File: src/rtl/mwseq_pkg.sv
package mwseq_pkg;
  localparam int WORD_W  = 16;
  localparam int N_LINES = 6;
  localparam int PAIR_W  = 10;

  typedef struct packed {
    logic              last;
    logic [1:0]        rep;
    logic              l0_t1;
    logic [1:0]        l0_code;
    logic [PAIR_W-1:0] pair;
  } mw_word_t;

  localparam logic [1:0] L0_DFLT = 2'b00;
  localparam logic [1:0] L0_RSVD = 2'b01;
  localparam logic [1:0] L0_LOW  = 2'b10;
  localparam logic [1:0] L0_HIGH = 2'b11;

  localparam logic [1:0] QP_LAST = 2'd3;
endpackage

File: src/rtl/mwseq_table.sv
module mwseq_table #(
  parameter int ADDR_W = 6
) (
  input  logic                       clk,
  input  logic                       we,
  input  logic [ADDR_W-1:0]          waddr,
  input  logic [mwseq_pkg::WORD_W-1:0] wdata,
  input  logic [ADDR_W-1:0]          raddr,
  output logic [mwseq_pkg::WORD_W-1:0] rdata
);
  localparam int DEPTH = 1 << ADDR_W;

  logic [mwseq_pkg::WORD_W-1:0] mem [DEPTH];

  always_ff @(posedge clk) begin
    if (we) mem[waddr] <= wdata;
  end

  assign rdata = mem[raddr];
endmodule

File: src/rtl/mwseq_sync.sv
module mwseq_sync #(
  parameter int STAGES = 2
) (
  input  logic clk,
  input  logic rst_n,
  input  logic d,
  output logic q
);
  logic [STAGES-1:0] sr;

  always_ff @(posedge clk or negedge rst_n) begin
    if (!rst_n) sr <= '0;
    else        sr <= {sr[STAGES-2:0], d};
  end

  assign q = sr[STAGES-1];
endmodule

File: src/rtl/mwseq_ctrl.sv
module mwseq_ctrl
  import mwseq_pkg::*;
#(
  parameter int ADDR_W = 6
) (
  input  logic              clk,
  input  logic              rst_n,
  input  logic              start,
  input  logic [ADDR_W-1:0] start_idx,
  input  logic [WORD_W-1:0] rd_word,
  input  logic              mode_wait,
  input  logic              read_op,
  input  logic              wait_s,
  output logic [ADDR_W-1:0] rd_addr,
  output mw_word_t          word,
  output logic              second_half,
  output logic              busy,
  output logic              done,
  output logic              frozen,
  output logic              sample_stb
);
  localparam logic [ADDR_W-1:0] IDX_ONE = 1;

  logic [ADDR_W-1:0] idx_q;
  mw_word_t          word_q;
  logic [1:0]        qp_q;
  logic [1:0]        rep_q;
  logic              busy_q, done_q, stb_q;
  logic              late_pt, bus_end;

  assign frozen  = busy_q & mode_wait & word_q.pair[7] & wait_s;
  assign rd_addr = busy_q ? idx_q + IDX_ONE : start_idx;
  assign late_pt = word_q.pair[6];
  assign bus_end = (qp_q == QP_LAST);

  always_ff @(posedge clk or negedge rst_n) begin
    if (!rst_n) begin
      idx_q  <= '0;
      word_q <= '0;
      qp_q   <= '0;
      rep_q  <= '0;
      busy_q <= 1'b0;
      done_q <= 1'b0;
      stb_q  <= 1'b0;
    end else begin
      done_q <= 1'b0;
      stb_q  <= 1'b0;
      if (!busy_q) begin
        if (start) begin
          busy_q <= 1'b1;
          idx_q  <= start_idx;
          word_q <= mw_word_t'(rd_word);
          qp_q   <= '0;
          rep_q  <= '0;
        end
      end else if (!frozen) begin
        if (mode_wait && read_op) begin
          if (qp_q == 2'd1 && late_pt)  stb_q <= 1'b1;
          if (bus_end && !late_pt)      stb_q <= 1'b1;
        end
        qp_q <= qp_q + 2'd1;
        if (bus_end) begin
          if (rep_q == word_q.rep) begin
            rep_q <= '0;
            if (word_q.last) begin
              busy_q <= 1'b0;
              done_q <= 1'b1;
            end else begin
              idx_q  <= idx_q + IDX_ONE;
              word_q <= mw_word_t'(rd_word);
            end
          end else begin
            rep_q <= rep_q + 2'd1;
          end
        end
      end
    end
  end

  assign word        = word_q;
  assign second_half = qp_q[1];
  assign busy        = busy_q;
  assign done        = done_q;
  assign sample_stb  = stb_q;
endmodule

File: src/rtl/mwseq_decode.sv
module mwseq_decode
  import mwseq_pkg::*;
(
  input  logic              busy,
  input  logic              second_half,
  input  logic              mode_wait,
  input  logic              line0_dflt,
  input  logic [PAIR_W-1:0] pair,
  input  logic              l0_t1,
  input  logic [1:0]        l0_code,
  output logic [N_LINES-1:0] gpl,
  output logic              oe4
);
  logic l0_hi;

  always_comb begin
    case (l0_code)
      L0_LOW:  l0_hi = 1'b0;
      L0_HIGH: l0_hi = 1'b1;
      default: l0_hi = line0_dflt;
    endcase
  end

  assign gpl[0] = busy & (second_half ? l0_hi : l0_t1);

  for (genvar k = 1; k < N_LINES; k++) begin : g_line
    if (k == 4) begin : g_shared
      assign gpl[k] = busy & ~mode_wait & (second_half ? pair[2*k-1] : pair[2*k-2]);
    end else begin : g_plain
      assign gpl[k] = busy & (second_half ? pair[2*k-1] : pair[2*k-2]);
    end
  end

  assign oe4 = ~mode_wait;
endmodule

File: src/rtl/mwseq_top.sv
module mwseq_top
  import mwseq_pkg::*;
#(
  parameter int ADDR_W      = 6,
  parameter int SYNC_STAGES = 2
) (
  input  logic               clk,
  input  logic               rst_n,
  input  logic               wr_valid,
  output logic               wr_ready,
  input  logic [ADDR_W-1:0]  wr_addr,
  input  logic [WORD_W-1:0]  wr_data,
  input  logic               start,
  input  logic [ADDR_W-1:0]  start_idx,
  input  logic               mode_wait,
  input  logic               line0_dflt,
  input  logic               read_op,
  input  logic               wait_in,
  output logic [N_LINES-1:0] gpl_out,
  output logic               gpl4_oe,
  output logic               sample_stb,
  output logic               busy,
  output logic               done
);
  logic [ADDR_W-1:0] rd_addr;
  logic [WORD_W-1:0] rd_word;
  mw_word_t          word;
  logic              second_half, wait_s, frozen;

  assign wr_ready = ~busy;

  mwseq_table #(.ADDR_W(ADDR_W)) table_i (
    .clk(clk), .we(wr_valid & wr_ready), .waddr(wr_addr), .wdata(wr_data),
    .raddr(rd_addr), .rdata(rd_word)
  );

  mwseq_sync #(.STAGES(SYNC_STAGES)) sync_i (
    .clk(clk), .rst_n(rst_n), .d(wait_in), .q(wait_s)
  );

  mwseq_ctrl #(.ADDR_W(ADDR_W)) ctrl_i (
    .clk(clk), .rst_n(rst_n), .start(start), .start_idx(start_idx),
    .rd_word(rd_word), .mode_wait(mode_wait), .read_op(read_op),
    .wait_s(wait_s), .rd_addr(rd_addr), .word(word),
    .second_half(second_half), .busy(busy), .done(done),
    .frozen(frozen), .sample_stb(sample_stb)
  );

  mwseq_decode decode_i (
    .busy(busy), .second_half(second_half), .mode_wait(mode_wait),
    .line0_dflt(line0_dflt), .pair(word.pair), .l0_t1(word.l0_t1),
    .l0_code(word.l0_code), .gpl(gpl_out), .oe4(gpl4_oe)
  );
endmodule

File: config.mk
export PLATFORM = sky130hd
export DESIGN_NAME = mwseq_top
export DESIGN_NICKNAME = d
export VERILOG_FILES = /design/src/rtl/mwseq_pkg.sv /design/src/rtl/mwseq_table.sv /design/src/rtl/mwseq_sync.sv /design/src/rtl/mwseq_ctrl.sv /design/src/rtl/mwseq_decode.sv /design/src/rtl/mwseq_top.sv
export SDC_FILE = /design/constraint.sdc
export NUM_CORES = 1
export LEC_CHECK = 0
export ABC_AREA = 1
export BUFFER_PORTS_ARGS = -buffer_cell sky130_fd_sc_hd__buf_2
export CAP_MARGIN = 20
export CELL_PAD_IN_SITES_DETAIL_PLACEMENT = 1
export CELL_PAD_IN_SITES_GLOBAL_PLACEMENT = 2
export CORE_MARGIN = 2
export CORE_UTILIZATION = 40
export CTS_CLUSTER_DIAMETER = 30
export CTS_CLUSTER_SIZE = 30
export DETAILED_ROUTE_END_ITERATION = 7
export GPL_TIMING_DRIVEN = 0
export PLACE_DENSITY_LB_ADDON = 0.1
export SYNTH_ARGS = -nofsm -noshare
export SYNTH_HDL_FRONTEND = slang
export SYNTH_SLANG_ARGS = --single-unit
File: constraint.sdc
create_clock -name clk -period 2.7 [get_ports clk]
set_clock_uncertainty 0.2 [all_clocks]
set_input_delay 0.27 -clock clk [delete_from_list [all_inputs] [get_ports clk]]
set_output_delay 0.27 -clock clk [all_outputs]
set_load 0.1 [all_outputs]
==> results.txt <==
Synthesized cell area = 42800 sq um
Root Buffer = clkbuf_16
Yosys reg bits = 1055
Total CTS buffers = 219
Slew of the pin with the lowest slew margin = 1.11 ns
DIE AREA = 110000 sq um
Initial antenna violation count = 4
Routed WL per cell = 32.7 um
Largest net degree at the start of global routing = 65
Placer Congestion = 0.910
Post-route ant nets = 0
Outcome = complete, but fails checks
Power Density = 1520 nW/um^2
Fraction of the yosys area taken by sequential cells = 73.7%
Chip width = 331 um
RSZ-0062 raised after global routing = yes
Die Ht = 331 um
Synth warn = 0
Worst r2r src = ctrl_i.busy
Max-Cap Viols = 0
Min-Delay Path Depth = 6
Fmax = 346 MHz
Count of cell types in the netlist = 34
Routed vias/inst = 5.82
Mapped Nets = 3605
Failing checks = negative setup slack
Clock sink count = 1055
Arr. time, crit path = 3.42 ns
CTS clk-pin slew, worst paths = 0.05 ns
Final nets = 4065
Static leakage = 21.3 nW
Hold Startpoint = start_idx[4]
CTS tree = done
Startpoint type of the worst setup path = flip-flop
Util after Layout = 54.7%
Clk_lat worst skew = 0.80 ns
TritonRoute pass-1 iters = 6
Worst VDD drop = 0.00126 V
Setup TNS = -1.14 ns
Final WS setup = -0.188 ns
Worst R2R Setup Slack = -0.19 ns
Worst Hold End = ctrl_i.idx_q[4]
Iteration-0 DRC count of the detailed router = 3789
Clock Path Buffers = 3
Most frequent cells in the layout = nand2_1 (1065), edfxtp_1 (1024), nand3_1 (863)
DR vias = 32629
# DRC = 0
Setup violators final = 17
Min cycle time layout = 2.89 ns
Number of fill cells = 10405
Most common cell after layout, fill and taps aside = nand2_1
Nature of the critical path endpoint = flip-flop
Crit path required time = 3.23 ns
Worst hold path type = input pin to flip-flop
Vias in the first global route = 33195
FP Rows = 119
Drt total wl = 183000 um
Core Region = 106000 sq um
H-tree Lvls = 4
Share of layout cells above drive strength 1 = 23.9%
Synth Area per Inst = 12.0 sq um
Synth-to-Final Area Change = 35.2%
DP Worst Slack = -1.06 ns
I/O Pins = 47
Max_slew headroom = 26.0%
Final Power = 87.7 mW
Port Buffers = 46
Initial core utilization = 40.5%
Worst hold slack = 0.00579 ns
Length in cells of the worst reg-to-reg path = 14
HPWL after DPL = 118000 um
Final Hold Viols = 0
First-pass GRT wire length = 249000 um
Setup CP Type = flip-flop to flip-flop
CP max FO = 10
Fin crit share = 107%
Mapped Cells = 3566
Grt ovf = 0
Total GRT Usage = 32.9%
RR Endpoint = ctrl_i.word[14]
Max-slew violations = 0
Crit path launch = ctrl_i.busy
[metal layers]
| metal | wire, um | part of all wire (%) | vias up | GRT usage [%] |
|---|---|---|---|---|
| met5 | 32 | 0.017 | - | 0 |
| met4 | 10200 | 5.6 | 4 | 16.1 |
| met3 | 14700 | 8.0 | 412 | 5.46 |
| met2 | 86500 | 47 | 1654 | 53.1 |
| met1 | 71900 | 39 | 16815 | 43.4 |
| li1 | - | - | 13744 | - |
[worst max-delay path by stage]
| stage | to | cells past startpoint | slack (ns) |
|---|---|---|---|
| after detailed placement | ctrl_i.word[12] | 13 | -1.06 |
| final | ctrl_i.word[14] | 14 | -0.19 |
| after CTS | ctrl_i.word[12] | 14 | -0.22 |
| after global placement | table_i.mem[51][0] | 5 | -2.08 |
| after floorplan | table_i.mem[16][0] | 5 | -0.31 |
| after global routing | ctrl_i.word[14] | 15 | -0.18 |
[state kept, by name, indices dropped and copies added (netlist names)]
| register | count |
|---|---|
| ctrl_i.busy | 1 |
| ctrl_i.done | 1 |
| ctrl_i.idx_q | 6 |
| ctrl_i.qp_q | 2 |
| ctrl_i.rep_q | 2 |
| ctrl_i.sample_stb | 1 |
| ctrl_i.word | 16 |
| sync_i.sr | 2 |
| table_i.mem | 1024 |
[cell type report]
cell class | count | area [sq um] | area share, %
Tap cell | 1391 | 1740 | 3.01
Sequential cell | 1055 | 31500 | 54.5
Inverter | 58 | 234 | 0.405
Buffer | 219 | 2200 | 3.80
Antenna cell | 1 | 2.50 | 0.00433
Multi-Input combinational cell | 2233 | 11200 | 19.4
Clock buffer | 255 | 5700 | 9.86
Timing Repair Buffer | 240 | 3300 | 5.70
Clock inverter | 159 | 1900 | 3.29
[Yosys cell counts]
cell	number	area, sq um
a21oi_1	6	30.0
buf_1	9	33.8
buf_2	142	711
buf_4	29	218
buf_6	10	113
clkbuf_1	30	113
dfrtp_1	31	776
edfxtp_1	1024	30700
ha_1	3	37.5
inv_1	53	199
inv_2	4	15.0
inv_4	1	6.26
mux2i_1	1	10.0
nand2_1	1073	4030
nand2_2	5	31.3
nand2_4	1	11.3
nand3_1	990	4950
nand3_4	1	17.5
nand3b_1	1	7.51
nand4_1	9	56.3
nor2_1	94	353
nor2_2	3	18.8
nor3_1	1	5.00
nor3_2	1	10.0
nor3b_1	1	7.51
nor4_1	1	6.26
o211ai_1	7	52.6
o21a_1	1	7.51
o21ai_0	24	120
o21ai_1	1	5.00
o21ai_2	3	26.3
or2_2	1	6.26
xnor2_1	3	26.3
xor2_1	2	17.5
[kinds of logic (layout without fill, tap and decap cells)]
family,after synthesis,in the layout,share of synthesized area [%]
simple gates,2182,2182,22.2
flops,1055,1055,73.7
buf+inv,278,931,3.29
compound gates,42,42,0.565
xor+xnor,5,5,0.102
fa+ha+maj,3,3,0.0878
mux,1,1,0.0234
other cells,0,1,0
[worst max-delay path: stages (launching register included)]
cell and delay [ns]:
dfrtp_2 0.38, buf_12 0.17, inv_8 0.06, buf_12 0.15, nand2_1 0.08, o21ai_2 0.08, inv_2 0.08, buf_4 0.31
buf_4 0.30, nand3_1 0.19, nand3_1 0.17, nand3_2 0.14, nand3_1 0.15, nand3_2 0.18, nand2_1 0.12
[power breakdown]
group	total (mW)	internal (mW)	switching, mW
Clock	27.5	18.4	9.13
Combinational	41.7	13.1	28.6
Sequential	18.4	18.2	0.202
[what timing repair did]
| item | 4_1_cts | 5_1_grt |
|---|---|---|
| hold endpoints to repair | 766 | 0 |
| hold buffers | 29 | 0 |
| resized for setup | 320 | 261 |
| cloned | 0 | 8 |
| setup endpoints to repair | 1046 | 290 |
| pin swaps | 44 | 50 |
| buffers inserted | 81 | 29 |
[metrics by stage]
step	cells	cell area, sq um
after floorplan	3566	42900
after global placement	5003	44800
after detailed placement	5050	46100
after CTS	5574	56200
after global routing	5610	57800
final	5611	57800
(Power assumes the default switching activity.)
